[src/rtl/cwl_pkg.sv]
package cwl_pkg;

    typedef enum logic [1:0] {
        CWL_FILL   = 2'b00,
        CWL_LOCK   = 2'b01,
        CWL_UNLOCK = 2'b10,
        CWL_INVAL  = 2'b11
    } cwl_op_e;

endpackage

[src/rtl/cwl_tag_match.sv]
module cwl_tag_match #(
    parameter int WAYS  = 4,
    parameter int TAG_W = 8,
    localparam int WAY_W = $clog2(WAYS)
) (
    input  logic [WAYS-1:0]            valid,
    input  logic [WAYS-1:0][TAG_W-1:0] tags,
    input  logic [TAG_W-1:0]           tag,
    output logic                       hit,
    output logic [WAY_W-1:0]           hit_way
);
    logic [WAYS-1:0] match;

    // Per-way comparators
    for (genvar w = 0; w < WAYS; w++) begin : g_cmp
        assign match[w] = valid[w] && (tags[w] == tag);
    end

    // Lowest matching way (at most one matches in a consistent directory)
    always_comb begin
        hit     = |match;
        hit_way = '0;
        for (int w = WAYS - 1; w >= 0; w--) begin
            if (match[w]) hit_way = WAY_W'(w);
        end
    end
endmodule

[src/rtl/cwl_victim_pick.sv]
module cwl_victim_pick #(
    parameter int WAYS = 4,
    localparam int WAY_W = $clog2(WAYS)
) (
    input  logic [WAYS-1:0]  valid,
    input  logic [WAYS-1:0]  lock,
    input  logic [WAY_W-1:0] ptr,
    output logic [WAY_W-1:0] victim,
    output logic [WAY_W-1:0] ptr_next
);
    logic [WAY_W-1:0] inv_way;
    logic             inv_found;
    logic [WAY_W-1:0] rr_way;
    logic             rr_found;

    // Lowest invalid way
    always_comb begin
        inv_way   = '0;
        inv_found = 1'b0;
        for (int w = WAYS - 1; w >= 0; w--) begin
            if (!valid[w]) begin
                inv_way   = WAY_W'(w);
                inv_found = 1'b1;
            end
        end
    end

    // Round-robin scan from ptr, stepping over locked ways
    always_comb begin
        rr_way   = ptr;
        rr_found = 1'b0;
        for (int i = 0; i < WAYS; i++) begin
            logic [WAY_W-1:0] idx;
            idx = ptr + WAY_W'(i);
            if (!rr_found && !lock[idx]) begin
                rr_way   = idx;
                rr_found = 1'b1;
            end
        end
    end

    assign victim   = inv_found ? inv_way : rr_way;
    assign ptr_next = victim + WAY_W'(1);
endmodule

[src/rtl/cwl_lock_policy.sv]
module cwl_lock_policy #(
    parameter int WAYS    = 4,
    parameter bit LOCK_EN = 1'b1,
    localparam int WAY_W = $clog2(WAYS)
) (
    input  logic             hit,
    input  logic [WAY_W-1:0] hit_way,
    input  logic [WAYS-1:0]  lock,
    output logic             grant,
    output logic             set_bit
);
    if (LOCK_EN) begin : g_lock
        logic [WAY_W:0] n_locked;
        logic           already;
        always_comb begin
            n_locked = '0;
            for (int w = 0; w < WAYS; w++) begin
                n_locked = n_locked + (WAY_W+1)'(lock[w]);
            end
        end
        assign already = hit && lock[hit_way];
        // Grant if already held, or if one unlocked way remains afterwards
        assign set_bit = hit && !already && (n_locked < (WAY_W+1)'(WAYS - 1));
        assign grant   = already || set_bit;
    end else begin : g_nolock
        assign grant   = 1'b0;
        assign set_bit = 1'b0;
    end
endmodule

[src/rtl/cwl_ctrl.sv]
module cwl_ctrl #(
    parameter int SETS    = 4,
    parameter int WAYS    = 4,
    parameter int TAG_W   = 8,
    parameter bit LOCK_EN = 1'b1,
    localparam int SET_W = $clog2(SETS),
    localparam int WAY_W = $clog2(WAYS)
) (
    input  logic             clk,
    input  logic             rst_n,
    input  logic             req_valid,
    input  logic [1:0]       req_op,
    input  logic [SET_W-1:0] req_set,
    input  logic [TAG_W-1:0] req_tag,
    output logic             rsp_valid,
    output logic             rsp_ok,
    output logic [WAY_W-1:0] rsp_way,
    output logic [WAYS-1:0]  evict_mask
);
    import cwl_pkg::*;

    typedef struct packed {
        logic [SETS-1:0][WAYS-1:0]            valid;
        logic [SETS-1:0][WAYS-1:0]            lock;
        logic [SETS-1:0][WAYS-1:0][TAG_W-1:0] tag;
        logic [SETS-1:0][WAY_W-1:0]           ptr;
        logic                                 rsp_valid;
        logic                                 rsp_ok;
        logic                                 rsp_hit;
        logic [1:0]                           rsp_op;
        logic [WAY_W-1:0]                     rsp_way;
        logic [SET_W-1:0]                     rsp_set;
    } state_t;

    state_t s_q, s_d;

    logic             hit;
    logic [WAY_W-1:0] hit_way;
    logic [WAY_W-1:0] victim;
    logic [WAY_W-1:0] ptr_next;
    logic             lk_grant;
    logic             lk_set;

    cwl_tag_match #(.WAYS(WAYS), .TAG_W(TAG_W)) u_match (
        .valid   (s_q.valid[req_set]),
        .tags    (s_q.tag[req_set]),
        .tag     (req_tag),
        .hit     (hit),
        .hit_way (hit_way)
    );

    cwl_victim_pick #(.WAYS(WAYS)) u_victim (
        .valid    (s_q.valid[req_set]),
        .lock     (s_q.lock[req_set]),
        .ptr      (s_q.ptr[req_set]),
        .victim   (victim),
        .ptr_next (ptr_next)
    );

    cwl_lock_policy #(.WAYS(WAYS), .LOCK_EN(LOCK_EN)) u_policy (
        .hit     (hit),
        .hit_way (hit_way),
        .lock    (s_q.lock[req_set]),
        .grant   (lk_grant),
        .set_bit (lk_set)
    );

    always_comb begin
        s_d           = s_q;
        s_d.rsp_valid = req_valid;
        if (req_valid) begin
            s_d.rsp_op  = req_op;
            s_d.rsp_set = req_set;
            s_d.rsp_hit = hit;
            s_d.rsp_way = hit ? hit_way : '0;
            s_d.rsp_ok  = 1'b0;
            unique case (cwl_op_e'(req_op))
                CWL_FILL: begin
                    s_d.rsp_ok = 1'b1;
                    if (!hit) begin
                        s_d.rsp_way                  = victim;
                        s_d.valid[req_set][victim]   = 1'b1;
                        s_d.lock[req_set][victim]    = 1'b0;
                        s_d.tag[req_set][victim]     = req_tag;
                        s_d.ptr[req_set]             = ptr_next;
                    end
                end
                CWL_LOCK: begin
                    s_d.rsp_ok = lk_grant;
                    if (lk_set) s_d.lock[req_set][hit_way] = 1'b1;
                end
                CWL_UNLOCK: begin
                    s_d.rsp_ok = hit;
                    if (hit) s_d.lock[req_set][hit_way] = 1'b0;
                end
                CWL_INVAL: begin
                    s_d.rsp_ok = hit;
                    if (hit) begin
                        s_d.valid[req_set][hit_way] = 1'b0;
                        s_d.lock[req_set][hit_way]  = 1'b0;
                    end
                end
                default: ;
            endcase
        end
    end

    always_ff @(posedge clk) begin
        if (!rst_n) s_q <= '0;
        else        s_q <= s_d;
    end

    assign rsp_valid  = s_q.rsp_valid;
    assign rsp_ok     = s_q.rsp_ok;
    assign rsp_way    = s_q.rsp_way;
    assign evict_mask = ~s_q.lock[s_q.rsp_set];

    // no set ever has every way locked
    for (genvar g = 0; g < SETS; g++) begin : g_sva_set
        a_r6_never_full: assert property (@(posedge clk) disable iff (!rst_n)
            $countones(s_q.lock[g]) < WAYS);
        // a lock bit only exists on a valid line
        a_r11_lock_implies_valid: assert property (@(posedge clk) disable iff (!rst_n)
            (s_q.lock[g] & ~s_q.valid[g]) == '0);
    end

    // with locking removed no lock bit ever appears
    if (!LOCK_EN) begin : g_sva_nolock
        a_r9_no_lock_bits: assert property (@(posedge clk) disable iff (!rst_n)
            s_q.lock == '0);
    end

    // a missing fill lands on a valid, unlocked way holding the new tag
    a_r3_fill_lands_unlocked: assert property (@(posedge clk) disable iff (!rst_n)
        (s_q.rsp_valid && s_q.rsp_op == CWL_FILL && !s_q.rsp_hit) |->
            (s_q.valid[s_q.rsp_set][s_q.rsp_way] && !s_q.lock[s_q.rsp_set][s_q.rsp_way]));

    // a granted lock leaves the line locked
    a_r5_lock_ok_held: assert property (@(posedge clk) disable iff (!rst_n)
        (s_q.rsp_valid && s_q.rsp_op == CWL_LOCK && s_q.rsp_ok) |->
            s_q.lock[s_q.rsp_set][s_q.rsp_way]);

    // a successful unlock leaves the line unlocked
    a_r10_unlock_clears: assert property (@(posedge clk) disable iff (!rst_n)
        (s_q.rsp_valid && s_q.rsp_op == CWL_UNLOCK && s_q.rsp_ok) |->
            !s_q.lock[s_q.rsp_set][s_q.rsp_way]);

    // a successful invalidate drops valid and lock
    a_r11_inval_clears: assert property (@(posedge clk) disable iff (!rst_n)
        (s_q.rsp_valid && s_q.rsp_op == CWL_INVAL && s_q.rsp_ok) |->
            (!s_q.valid[s_q.rsp_set][s_q.rsp_way] && !s_q.lock[s_q.rsp_set][s_q.rsp_way]));

    // one response per request, one cycle later
    a_r2_one_cycle: assert property (@(posedge clk) disable iff (!rst_n)
        req_valid |=> rsp_valid);
    a_r2_no_spurious: assert property (@(posedge clk) disable iff (!rst_n)
        !req_valid |=> !rsp_valid);
endmodule

[config.mk]
export PLATFORM = sky130hd
export DESIGN_NAME = cwl_ctrl
export DESIGN_NICKNAME = d
export VERILOG_FILES = /design/src/rtl/cwl_pkg.sv /design/src/rtl/cwl_tag_match.sv /design/src/rtl/cwl_victim_pick.sv /design/src/rtl/cwl_lock_policy.sv /design/src/rtl/cwl_ctrl.sv
export SDC_FILE = /design/constraint.sdc
export NUM_CORES = 1
export LEC_CHECK = 0
export BUFFER_PORTS_ARGS = -buffer_cell sky130_fd_sc_hd__buf_2
export CAP_MARGIN = 10
export CORE_UTILIZATION = 30
export DETAILED_ROUTE_END_ITERATION = 6
export SYNTH_ARGS = -nofsm -noshare
export SYNTH_HDL_FRONTEND = slang
export SYNTH_SLANG_ARGS = --single-unit
export TNS_END_PERCENT = 50
[constraint.sdc]
create_clock -name clk -period 3.3 [get_ports clk]
set_input_delay 0 -clock clk [delete_from_list [all_inputs] [get_ports clk]]
set_output_delay 0 -clock clk [all_outputs]
set_load 0.05 [all_outputs]
==> metrics <==
outcome=finished, violations left; failing checks=negative setup slack; PD cells=417.2 mW/mm2; Net Sw Frac=26.66%; critical path, cell by cell=mux4_2, ha_4, inv_2, fa_2, inv_2, ha_4, a21oi_4, nand2_2, a41o_1, o22a_1, o31ai_4, buf_6, buf_6, a31oi_2, a311oi_2; async set-or-reset flop fraction in the synthesized netlist=0%; Mapped Area=0.009050 mm2; adder-cell share of the synthesized area=1.051%; most frequently used flop master after synthesis=dfxtp_1; commonest non-fill, non-tap cell in the layout=mux2i_1; clock network power share=45.5%; most frequent cells in the layout=mux2i_1, dfxtp_1, nor2_1; fin crit share=101.6%; Nets=1020; CTS buffer count=17; main combinational cell family by area after synthesis=multiplexers; endpoints failing hold=0; dpl hpwl=16220 um; worst endpoint required time=3.66 ns; Crit-path slowest cell=mux4_2; Setup crit end kind=flop; RePlAce Congestion=0.8953; xor/xnor share of the synthesized area=4.452%; Reg power frac=46.9%; post-route setup slack=-0.05248 ns; IO Pins=23; fin. max-slew vios=0; final WL=23740 um; sequential fraction of the synthesis area=38.49%; largest net degree at the start of global routing=64; Achievable Freq=298.3 MHz; type of the worst min-delay path=input pin to flop; post-synthesis cell count=944; final setup fails=13; fillcell total=3011; Synth area leaders=dfxtp_1, mux2i_1, nor2_1, mux4_2, xor2_1; Hold Crit Start=req_tag[6]; layout cells sized above 1=20.87%; proportion of synthesized area in mux cells=26.25%; top cell type's share of synthesized area=38.49%; Wirelength per Cell=16.95 um; chip width=175.7 um; Slew @ Worst Pin=0.9437 ns; Pleak=4.715 nW; Max Fanout on Critical Path=7; vias post-DR=7060; Netlist cell types=67; Vias/cell=5.039; Comb pwr share=7.7%; IO buf count=22; Global Route Usage Sum=16.03%; Hold Path Depth=3; CTS Root Buffer Type=clkbuf_16; r2r worst-path depth=15; syn_nets=966; Post-DRT Antenna Nets=0; Initial Util=30.53%; Critical Path AT=3.71 ns; row cnt=63; crit-path max cell delay=0.52 ns; via count of the first global-routing pass=6928; relative slew slack=36.85%; dominant cell type by area after synthesis=dfxtp_1; DR iter-0 viols=553; VDD IR max=0.0003634 V; die area=0.03087 mm2; H-tree lvl count=4; net switching power=0.001205 W; post-synthesis compound-gate area fraction=9.180%; Final Skew=0.02118 ns; maximum buffer depth of the clock tree=2; flop-to-flop setup slack=-0.05 ns; CTS tree=yes; Final Critical Period=3.352 ns; overall die height=175.7 um; first-pass GRT wire length=38760 um; worst skew pair latency=0.45 ns; Synth Warn #=0; EDFF count, synth=0; Overflow after GRT=0; total of max-cap violations=0; Seq cells post-synth=174; Power Internal=0.003314 W; r2r startpoint=s_q[158]$_SDFFE_PN0P_; drt first pass iters=5; RR Endpoint=s_q[150]$_SDFFE_PN0P_; CORE AREA=0.02964 mm2; simple-gate share of the synthesized area=14.71%; Avg Synthesized Cell Area=9.587 um2; CP Launch Type=flop; setup_tns=-0.3808 ns; Synth-to-Final Area Change=19.69%; drt drc=0; Worst-path clk slew=0.08 ns; kind of critical path=flop to flop; cell area after layout=0.01083 mm2; RSZ-0062 raised after global routing=true; post-placement cell area=0.01010 mm2; Clock Sinks=174; antenna violations before repair=0; diode count=0
## final cells by class
type	count	area [um2]	share of cell area, %
inverters	29	111.4	1.028
clock inverters	15	172.7	1.594
repair buffers	116	1012	9.345
well taps	390	488.0	4.505
clock buffers	17	425.4	3.927
multi-input cells	660	5137	47.43
flip-flops and latches	174	3485	32.17
## routing by layer
metal  vias up  global-route usage [%]  part of all wire [%]
met5         -                       0                     0
met4         0                   5.725                   1.8
met3        29                   2.619                   4.8
met2       190                   24.39                    45
met1      3407                   22.67                    49
li1       3434                       -                     -
## logic make-up after synthesis
logic type,count (synthesis)
xor gates and xnor gates,46
AOI/OAI and AO/OA,111
muxes,207
buffers and inverters,110
adders and majority gates,7
and+or+nand+nor,289
DFF,174
## worst max path at each step
stage                                startpoint  slack [ns]                     to  depth (start not counted)
after floorplan                      req_set[1]       -0.18  s_q[151]$_SDFFE_PN0P_                         18
after global placement    s_q[157]$_SDFFE_PN0P_       -0.04  s_q[155]$_SDFFE_PN0P_                         14
after detailed placement  s_q[158]$_SDFFE_PN0P_       -0.12  s_q[151]$_SDFFE_PN0P_                         13
after CTS                 s_q[158]$_SDFFE_PN0P_        0.01  s_q[160]$_SDFFE_PN0P_                         15
after global routing      s_q[158]$_SDFFE_PN0P_       -0.17  s_q[150]$_SDFFE_PN0P_                         15
final                     s_q[158]$_SDFFE_PN0P_       -0.05  s_q[150]$_SDFFE_PN0P_                         15
## per-stage QoR
stage	utilization [%]	std cells	hold slack, ns	total power, W	worst slack [ns]
2_1_floorplan	-	944	0.1384	0.002399	-0.1846
3_3_place_gp	34.08	1364	0.4152	0.002501	-0.03765
3_5_place_dp	34.08	1364	0.4200	0.002502	-0.1229
4_1_cts	36.24	1400	0.003839	0.004551	0.01320
5_1_grt	36.55	1401	0.03270	0.004673	-0.1742
6_report	36.55	1401	0.02183	0.004519	-0.05248
## critical path: cells and delay by family (launching register included)
| family | cells | cell delay (ns) |
|---|---|---|
| flip-flops | 1 | 0.32 |
| AND/OR/NAND/NOR | 1 | 0.08 |
| multiplexers | 1 | 0.52 |
| buffers and inverters | 4 | 0.37 |
| adder cells (fa/ha/maj) | 3 | 0.87 |
| AO/OA/AOI/OAI | 6 | 1.10 |
## synthesized netlist by cell type (all sizes together), types with 3 or more instances
cell type  number
a31oi           3
o2bb2ai         4
clkbuf         43
a21oi          25
nand3          25
o21ai          14
mux2            3
nor2b           5
nor2          169
xor2           29
and3            7
o22a            4
a41oi           4
or2             3
o221ai          4
inv            28
o31ai           7
dfxtp         174
nor4            3
nand2b          6
ha              6
a211oi         13
o221a           3
mux2i         180
mux4           24
and2            7
xnor2          17
o21a            3
nor3           16
nand2          32
o211ai          5
or3             4
buf            38
nand4          10
a311oi          6
a2111o          5
## power groups by stage
stage               Combinational, W  Sequential, W  Clock, W
finish                      0.000346        0.00212   0.00206
global route                0.000371        0.00212   0.00218
detailed placement          0.000336        0.00217         0
CTS                         0.000342        0.00212   0.00209
global placement            0.000335        0.00217         0
floorplan                   0.000230        0.00217         0
## timing repair
item                       in CTS  in global routing
setup buffers                   1                  1
pin swaps                       1                  6
hold buffers                    3                  0
setup endpoints to repair      16                 37
gates resized for setup         1                 16
hold endpoints to repair       12                  0
Power figures use the tool's default switching activity.
